### src/rtl/xlat_pkg.sv
// Shared widths, register offsets and controller states for the address
// translator. Assumes 4 KiB pages and 32-bit table entries.
package xlat_pkg;
    localparam int VA_W    = 32;
    localparam int PFN_W   = 27;
    localparam int OFF_W   = 12;
    localparam int PA_W    = PFN_W + OFF_W;
    localparam int IDX_W   = 10;
    localparam int TAG_W   = VA_W - OFF_W;
    localparam int DATA_W  = 32;
    localparam int CFG_AW  = 16;

    localparam logic [CFG_AW-1:0] CFG_FLUSH_OFS = 16'h0300;
    localparam logic [CFG_AW-1:0] CFG_BASE_OFS  = 16'h4304;
    localparam logic [DATA_W-1:0] FLUSH_CMD     = 32'd1;

    typedef enum logic [2:0] {
        ST_IDLE,
        ST_LOOK,
        ST_L1_REQ,
        ST_L1_WAIT,
        ST_L2_REQ,
        ST_L2_WAIT,
        ST_RESP
    } xlat_state_e;
endpackage

### src/rtl/xlat_cfg_regs.sv
// Configuration decode: holds the first-level table frame and raises a
// one-cycle flush when the exact flush command is written.
// Assumes the write strobe lasts one cycle per write.
module xlat_cfg_regs
    import xlat_pkg::*;
(
    input  logic              clk,
    input  logic              rst_n,
    input  logic              cfg_we,
    input  logic [CFG_AW-1:0] cfg_addr,
    input  logic [DATA_W-1:0] cfg_wdata,
    output logic [PFN_W-1:0]  base_pfn,
    output logic              flush
);
    logic unused_cfg_hi;
    assign unused_cfg_hi = ^cfg_wdata[DATA_W-1:PFN_W];

    // Flush strobe: only the exact command value at the flush offset.
    assign flush = cfg_we && (cfg_addr == CFG_FLUSH_OFS) && (cfg_wdata == FLUSH_CMD);

    // Base frame register: loaded from the low frame bits of the write data.
    always_ff @(posedge clk) begin
        if (!rst_n)
            base_pfn <= '0;
        else if (cfg_we && cfg_addr == CFG_BASE_OFS)
            base_pfn <= cfg_wdata[PFN_W-1:0];
    end
endmodule

### src/rtl/xlat_tlb.sv
// Fully associative translation cache keyed by the virtual page number.
// Lookup is combinational; install goes to the round-robin victim.
// Assumes the controller never installs a tag that is already present.
module xlat_tlb #(
    parameter int N_ENTRIES = 8,
    parameter int TAG_BITS  = 20,
    parameter int PFN_BITS  = 27
) (
    input  logic                clk,
    input  logic                rst_n,
    input  logic [TAG_BITS-1:0] lk_tag,
    output logic                lk_hit,
    output logic [PFN_BITS-1:0] lk_pfn,
    input  logic                ins_en,
    input  logic [PFN_BITS-1:0] ins_pfn,
    input  logic                flush
);
    localparam int PTR_W = (N_ENTRIES > 1) ? $clog2(N_ENTRIES) : 1;
    localparam logic [PTR_W-1:0] LAST = PTR_W'(N_ENTRIES - 1);

    logic [N_ENTRIES-1:0] valid_q;
    logic [N_ENTRIES-1:0] hit_vec;
    logic [TAG_BITS-1:0]  tag_q [N_ENTRIES];
    logic [PFN_BITS-1:0]  pfn_q [N_ENTRIES];
    logic [PTR_W-1:0]     victim_q;

    // Per-entry tag comparators.
    for (genvar g = 0; g < N_ENTRIES; g++) begin : g_cmp
        assign hit_vec[g] = valid_q[g] && (tag_q[g] == lk_tag);
    end

    // Hit flag and OR-mux of the matching frame.
    always_comb begin
        lk_hit = |hit_vec;
        lk_pfn = '0;
        for (int i = 0; i < N_ENTRIES; i++)
            if (hit_vec[i]) lk_pfn = lk_pfn | pfn_q[i];
    end

    // Valid bits and victim pointer; flush overrides an install.
    always_ff @(posedge clk) begin
        if (!rst_n) begin
            valid_q  <= '0;
            victim_q <= '0;
        end else if (flush) begin
            valid_q  <= '0;
        end else if (ins_en) begin
            valid_q[victim_q] <= 1'b1;
            victim_q <= (victim_q == LAST) ? '0 : victim_q + 1'b1;
        end
    end

    // Entry payload storage, written on install.
    always_ff @(posedge clk) begin
        if (ins_en && !flush) begin
            tag_q[victim_q] <= lk_tag;
            pfn_q[victim_q] <= ins_pfn;
        end
    end
endmodule

### src/rtl/xlat_walk_ctrl.sv
// Request handshake, cache lookup sequencing and the two-read table walk.
// Assumes one outstanding memory read; every read returns exactly once.
module xlat_walk_ctrl
    import xlat_pkg::*;
(
    input  logic              clk,
    input  logic              rst_n,
    input  logic              req_valid,
    output logic              req_ready,
    input  logic [VA_W-1:0]   req_vaddr,
    output logic              rsp_valid,
    output logic [PA_W-1:0]   rsp_paddr,
    output logic              mem_req,
    output logic [PA_W-1:0]   mem_addr,
    input  logic              mem_rsp_valid,
    input  logic [DATA_W-1:0] mem_rsp_data,
    input  logic [PFN_W-1:0]  base_pfn,
    input  logic              flush,
    output logic [TAG_W-1:0]  tlb_tag,
    input  logic              tlb_hit,
    input  logic [PFN_W-1:0]  tlb_pfn,
    output logic              ins_en,
    output logic [PFN_W-1:0]  ins_pfn
);
    xlat_state_e      state_q, state_d;
    logic [VA_W-1:0]  vaddr_q;
    logic [PFN_W-1:0] pfn_q;
    logic             spoil_q;
    logic             accept;
    logic             unused_data_hi;

    assign unused_data_hi = ^mem_rsp_data[DATA_W-1:PFN_W];

    assign req_ready = (state_q == ST_IDLE) || (state_q == ST_LOOK && tlb_hit);
    assign accept    = req_valid && req_ready;
    assign tlb_tag   = vaddr_q[VA_W-1:OFF_W];

    // Response: cached frame on a hit, walked frame at the end of a walk.
    assign rsp_valid = (state_q == ST_LOOK && tlb_hit) || (state_q == ST_RESP);
    assign rsp_paddr = (state_q == ST_RESP) ? {pfn_q, vaddr_q[OFF_W-1:0]}
                                            : {tlb_pfn, vaddr_q[OFF_W-1:0]};

    // Entry address: table frame followed by the 10-bit index and a zero byte lane.
    assign mem_req  = (state_q == ST_L1_REQ) || (state_q == ST_L2_REQ);
    assign mem_addr = (state_q == ST_L1_REQ)
                    ? {base_pfn, vaddr_q[VA_W-1 -: IDX_W], 2'b00}
                    : {pfn_q, vaddr_q[OFF_W+IDX_W-1 -: IDX_W], 2'b00};

    // Install a walked result unless a flush touched this walk.
    assign ins_en  = (state_q == ST_RESP) && !spoil_q && !flush;
    assign ins_pfn = pfn_q;

    // Next-state logic of the lookup and walk sequence.
    always_comb begin
        state_d = state_q;
        unique case (state_q)
            ST_IDLE:    if (accept) state_d = ST_LOOK;
            ST_LOOK:    if (!tlb_hit) state_d = ST_L1_REQ;
                        else if (!accept) state_d = ST_IDLE;
            ST_L1_REQ:  state_d = ST_L1_WAIT;
            ST_L1_WAIT: if (mem_rsp_valid) state_d = ST_L2_REQ;
            ST_L2_REQ:  state_d = ST_L2_WAIT;
            ST_L2_WAIT: if (mem_rsp_valid) state_d = ST_RESP;
            ST_RESP:    state_d = ST_IDLE;
            default:    state_d = ST_IDLE;
        endcase
    end

    // State, latched address, walked frame and spoil flag.
    always_ff @(posedge clk) begin
        if (!rst_n) begin
            state_q <= ST_IDLE;
            vaddr_q <= '0;
            pfn_q   <= '0;
            spoil_q <= 1'b0;
        end else begin
            state_q <= state_d;
            if (accept) vaddr_q <= req_vaddr;
            if (mem_rsp_valid && (state_q == ST_L1_WAIT || state_q == ST_L2_WAIT))
                pfn_q <= mem_rsp_data[PFN_W-1:0];
            if (accept)
                spoil_q <= 1'b0;
            else if (flush && state_q != ST_IDLE)
                spoil_q <= 1'b1;
        end
    end
endmodule

### src/rtl/xlat_unit.sv
// Top of the two-level address translator: configuration decode, cache and
// walk controller. Assumes memory replies in order, one word per read.
module xlat_unit
    import xlat_pkg::*;
#(
    parameter int TLB_ENTRIES = 8
) (
    input  logic              clk,
    input  logic              rst_n,
    input  logic              req_valid,
    output logic              req_ready,
    input  logic [VA_W-1:0]   req_vaddr,
    output logic              rsp_valid,
    output logic [PA_W-1:0]   rsp_paddr,
    output logic              mem_req,
    output logic [PA_W-1:0]   mem_addr,
    input  logic              mem_rsp_valid,
    input  logic [DATA_W-1:0] mem_rsp_data,
    input  logic              cfg_we,
    input  logic [CFG_AW-1:0] cfg_addr,
    input  logic [DATA_W-1:0] cfg_wdata
);
    logic [PFN_W-1:0] base_pfn;
    logic             flush;
    logic [TAG_W-1:0] tlb_tag;
    logic             tlb_hit;
    logic [PFN_W-1:0] tlb_pfn;
    logic             ins_en;
    logic [PFN_W-1:0] ins_pfn;

    xlat_cfg_regs u_cfg (
        .clk(clk), .rst_n(rst_n), .cfg_we(cfg_we), .cfg_addr(cfg_addr),
        .cfg_wdata(cfg_wdata), .base_pfn(base_pfn), .flush(flush)
    );

    xlat_tlb #(.N_ENTRIES(TLB_ENTRIES), .TAG_BITS(TAG_W), .PFN_BITS(PFN_W)) u_tlb (
        .clk(clk), .rst_n(rst_n), .lk_tag(tlb_tag), .lk_hit(tlb_hit),
        .lk_pfn(tlb_pfn), .ins_en(ins_en), .ins_pfn(ins_pfn), .flush(flush)
    );

    xlat_walk_ctrl u_walk (
        .clk(clk), .rst_n(rst_n), .req_valid(req_valid), .req_ready(req_ready),
        .req_vaddr(req_vaddr), .rsp_valid(rsp_valid), .rsp_paddr(rsp_paddr),
        .mem_req(mem_req), .mem_addr(mem_addr), .mem_rsp_valid(mem_rsp_valid),
        .mem_rsp_data(mem_rsp_data), .base_pfn(base_pfn), .flush(flush),
        .tlb_tag(tlb_tag), .tlb_hit(tlb_hit), .tlb_pfn(tlb_pfn),
        .ins_en(ins_en), .ins_pfn(ins_pfn)
    );
endmodule

### config.mk
export PLATFORM = sky130hd
export DESIGN_NAME = xlat_unit
export DESIGN_NICKNAME = d
export VERILOG_FILES = /design/src/rtl/xlat_pkg.sv /design/src/rtl/xlat_cfg_regs.sv /design/src/rtl/xlat_tlb.sv /design/src/rtl/xlat_walk_ctrl.sv /design/src/rtl/xlat_unit.sv
export SDC_FILE = /design/constraint.sdc
export NUM_CORES = 1
export LEC_CHECK = 0
export BUFFER_PORTS_ARGS = -buffer_cell sky130_fd_sc_hd__buf_2
export CORE_AREA = 2 2 220 179
export DETAILED_ROUTE_END_ITERATION = 16
export DIE_AREA = 0 0 222 181
export PLACE_DENSITY = 0.76
export SETUP_SLACK_MARGIN = 0.2
export SYNTH_ARGS = -nofsm -noshare
export SYNTH_HDL_FRONTEND = slang
export SYNTH_HIERARCHICAL = 1
export SYNTH_SLANG_ARGS = --single-unit
export TNS_END_PERCENT = 20
### constraint.sdc
create_clock -name clk -period 9.3 [get_ports clk]
set_clock_uncertainty 0.15 [all_clocks]
set_input_delay 1.86 -clock clk [delete_from_list [all_inputs] [get_ports clk]]
set_output_delay 1.86 -clock clk [all_outputs]
set_load 0.01 [all_outputs]
==> results.sh <==
export IMPL_status="finished, final reports clean"
export IMPL_post_synth_inst_count=1495
export IMPL_coreArea_um2=37880
export IMPL_post_route_min_period_ns=5.777
export IMPL_cap_viol_max_count=0
export IMPL_p_comb_share_pct=5.5
export IMPL_routed_via_density=5.988
export IMPL_timing_final_max_slew_violations=0
export IMPL_irDropWorstVdd_mv=0.1317
export IMPL_cts_buffer_depth=3
export IMPL_max_freq_mhz=173.1
export IMPL_sw_ratio_pct=21.97
export IMPL_cts_resized=0
export IMPL_timing_max_slew_rel_slack_pct=26.58
export IMPL_drc=0
export IMPL_whs_path_depth=2
export IMPL_total_internal_power_uw=3520
export IMPL_master_cell_of_the_clock_root_buffer="clkbuf_16"
export IMPL_crit_path_cell_trace="xnor2_1 -> nand3_1 -> nor4_4 -> buf_4 -> a32oi_1 -> nand4_1 -> inv_2 -> a211oi_1 -> buf_2"
export IMPL_cp_required_ns=7.29
export IMPL_final_area_um2=23260
export IMPL_leak_pwr_uw=0.008278
export IMPL_die_area_um2=40180
export IMPL_pwr_share_clk_pct=41.8
export IMPL_cp_max_fo=28
export IMPL_area_grow_syn2layout_pct=12.90
export IMPL_worstReg2RegStart="u_walk/vaddr_q[15]"
export IMPL_antenna_violating_nets_post_route=0
export IMPL_placementRows=64
export IMPL_post_cts_setup_buffer_count=0
export IMPL_delay_contributed_by_the_slowest_stage_of_the_critical_path_ns=1.02
export IMPL_clock_sinks=477
export IMPL_drtIter0Drc=1446
export IMPL_power_density_nw_per_um2=193.9
export IMPL_wire_length_of_the_first_global_routing_pass_um=76900
export IMPL_fin_crit_sh_pct=62.12
export IMPL_ys_ff_latch=477
export IMPL_seq_power_share_pct=52.7
export IMPL_postCtsHoldBufs=0
export IMPL_die_height_um=181
export IMPL_pin_count_of_the_biggest_net_entering_global_routing=97
export IMPL_per_instance_average_area_after_synthesis_um2=13.78
export IMPL_global_route_usage_total_pct=24.95
export IMPL_routed_wirelength_um=50700
export IMPL_hpwlAfterDp_um=29580
export IMPL_reg2regPathDepth=10
export IMPL_buffer_ports_inserted=190
export IMPL_layout_cells_most_common="edfxtp_1"
export IMPL_dpl_cell_area_um2=21730
export IMPL_layout_drive_gt1_share_pct=22.18
export IMPL_final_hold_viol_count=0
export IMPL_dr_total_vias=13174
export IMPL_wire_per_inst_um=23.05
export IMPL_seq_area_frac_synth_pct=64.61
export IMPL_ys_warn_count=6
export IMPL_synth_async_reset_ratio_pct=0
export IMPL_grt_pass1_vias=13030
export IMPL_rsz0062_at_grt="false"
export IMPL_cts_made_buffers=45
export IMPL_cts_htree_levels=2
export IMPL_crit_path_arrival_time_ns=3.77
export IMPL_clkLatencyLatePin_ns=0.57
export IMPL_nNetsFinal=1786
export IMPL_worstSetupEndpointType="primary output"
export IMPL_finalWeightedCongestion=0.8126
export IMPL_cts_tree="yes"
export IMPL_worstSetupStartpointType="register"
export IMPL_synthesis_area_um2=20600
export IMPL_die_x_um=222
export IMPL_total_switching_power_uw=990.9
export IMPL_timing_hold_worst_start="u_cfg/base_pfn[14]"
export IMPL_setup_viol=0
export IMPL_synth_top_flop_cell="edfxtp_1"
export IMPL_layout_common_cells="376 x edfxtp_1, 189 x buf_2, 179 x nand2_1, 145 x nand3_1, 112 x xnor2_1"
export IMPL_worst_setup_hold_path_clk_slew_ns=0.06
export IMPL_slowest_stage="dfxtp_1"
export IMPL_yosys_cell_types_count=62
export IMPL_grt_remaining_overflow=0
export IMPL_setup_tns_final_ns=0
export IMPL_worst_setup_path_startpoint="u_walk/vaddr_q[15]"
export IMPL_num_io_pins=198
export IMPL_critical_path_class="register to primary output"
export IMPL_synth_enable_flop_cells=376
export IMPL_timing_worst_slew_pin_value_ns=1.101
export IMPL_grt_antenna_before_repair=1
export IMPL_initial_core_util_pct=54.40
export IMPL_first_pass_iters=5
export IMPL_class_of_the_most_critical_hold_timing_path="register to register"
## critical path: cells and delay by family (launching register included)
kind | cells | cell delay, ns
AO/OA/AOI/OAI | 2 | 0.54
XOR/XNOR | 1 | 0.22
flip-flops | 1 | 1.02
buffers and inverters | 3 | 0.71
AND/OR/NAND/NOR | 3 | 0.68
## cells in the mapped netlist, drive strengths merged (21+ instances only)
master	instances	area share, %
nand2	179	3.3
mux2	64	3.6
nand4b	26	1.1
a31oi	31	0.94
xnor2	117	5.2
dfxtp	101	9.8
and3	35	1.1
clkbuf	21	0.41
xor2	41	1.7
mux2i	89	4.3
buf	80	3.3
nor4	27	1.5
edfxtp	376	55
nand3	146	3.6
nand4	78	2.5
## cells by family (layout without fill, tap and decap cells)
kind of cell	count (synthesis)	after routing	synth area share (%)
buffers and inverters	111	319	4.008
adders and majority gates	2	2	0.1214
and+or+nand+nor	538	538	14.53
other	1	3	0.01820
DFF	477	477	64.61
xor gates and xnor gates	158	158	6.898
AOI/OAI and AO/OA	55	55	1.852
muxes	153	153	7.967
## cell type report
cell class / count / area [um^2]
multi-input cells: 908 / 6528
flip-flops and latches: 477 / 13310
well taps: 495 / 619.3
clock inverters: 16 / 224.0
fillers: 2864 / 14610
clock buffers: 68 / 1305
repair buffers: 229 / 1250
diodes: 1 / 2.502
inverters: 6 / 22.52
## power by group through the flow
stage,Sequential (uW),Combinational (uW),Clock [uW]
after floorplan,2390,201,0
after global placement,2420,243,0
after detailed placement,2420,249,0
after CTS,2380,251,1900
after global routing,2380,270,1990
final,2380,250,1880
## layer usage
metal | vias up | share of wire [%] | wire (um) | track usage [%]
li1 | 5887 | - | - | -
met1 | 6530 | 43 | 21610 | 36.49
met2 | 683 | 46 | 23200 | 38.06
met3 | 74 | 9.7 | 4913 | 4.667
met4 | 0 | 1.9 | 978 | 7.730
met5 | - | 0 | 0 | 0
## through the flow
stage | setup WS (ns) | hold WS (ns) | total power (uW) | util (%) | cells
finish | 3.523 | 0.3056 | 4510 | 61.42 | 2200
CTS | 3.551 | 0.3070 | 4533 | 61.41 | 2199
global route | 3.305 | 0.3201 | 4644 | 61.42 | 2200
global placement | 3.757 | 0.2895 | 2663 | 57.38 | 2115
detailed placement | 3.671 | 0.2987 | 2672 | 57.38 | 2115
floorplan | 2.302 | 0.2786 | 2588 | - | 1496
## sequential cells by signal, summed over array words and instances, names as in the netlist
register,flops
u_tlb/pfn_q,216
u_tlb/tag_q,160
u_walk/vaddr_q,32
u_cfg/base_pfn,27
u_walk/ins_pfn,27
u_tlb/valid_q,8
u_tlb/victim_q,3
u_walk/state_q,3
u_walk/spoil_q,1
## worst paths after layout
check / end / slack, ns
min reg2reg: u_cfg/base_pfn[14] / 0.31
max reg2reg: u_walk/vaddr_q[20] / 5.11
min: u_cfg/base_pfn[14] / 0.31
max: req_ready / 3.52
Note: power is estimated with default switching activity, not from simulation.
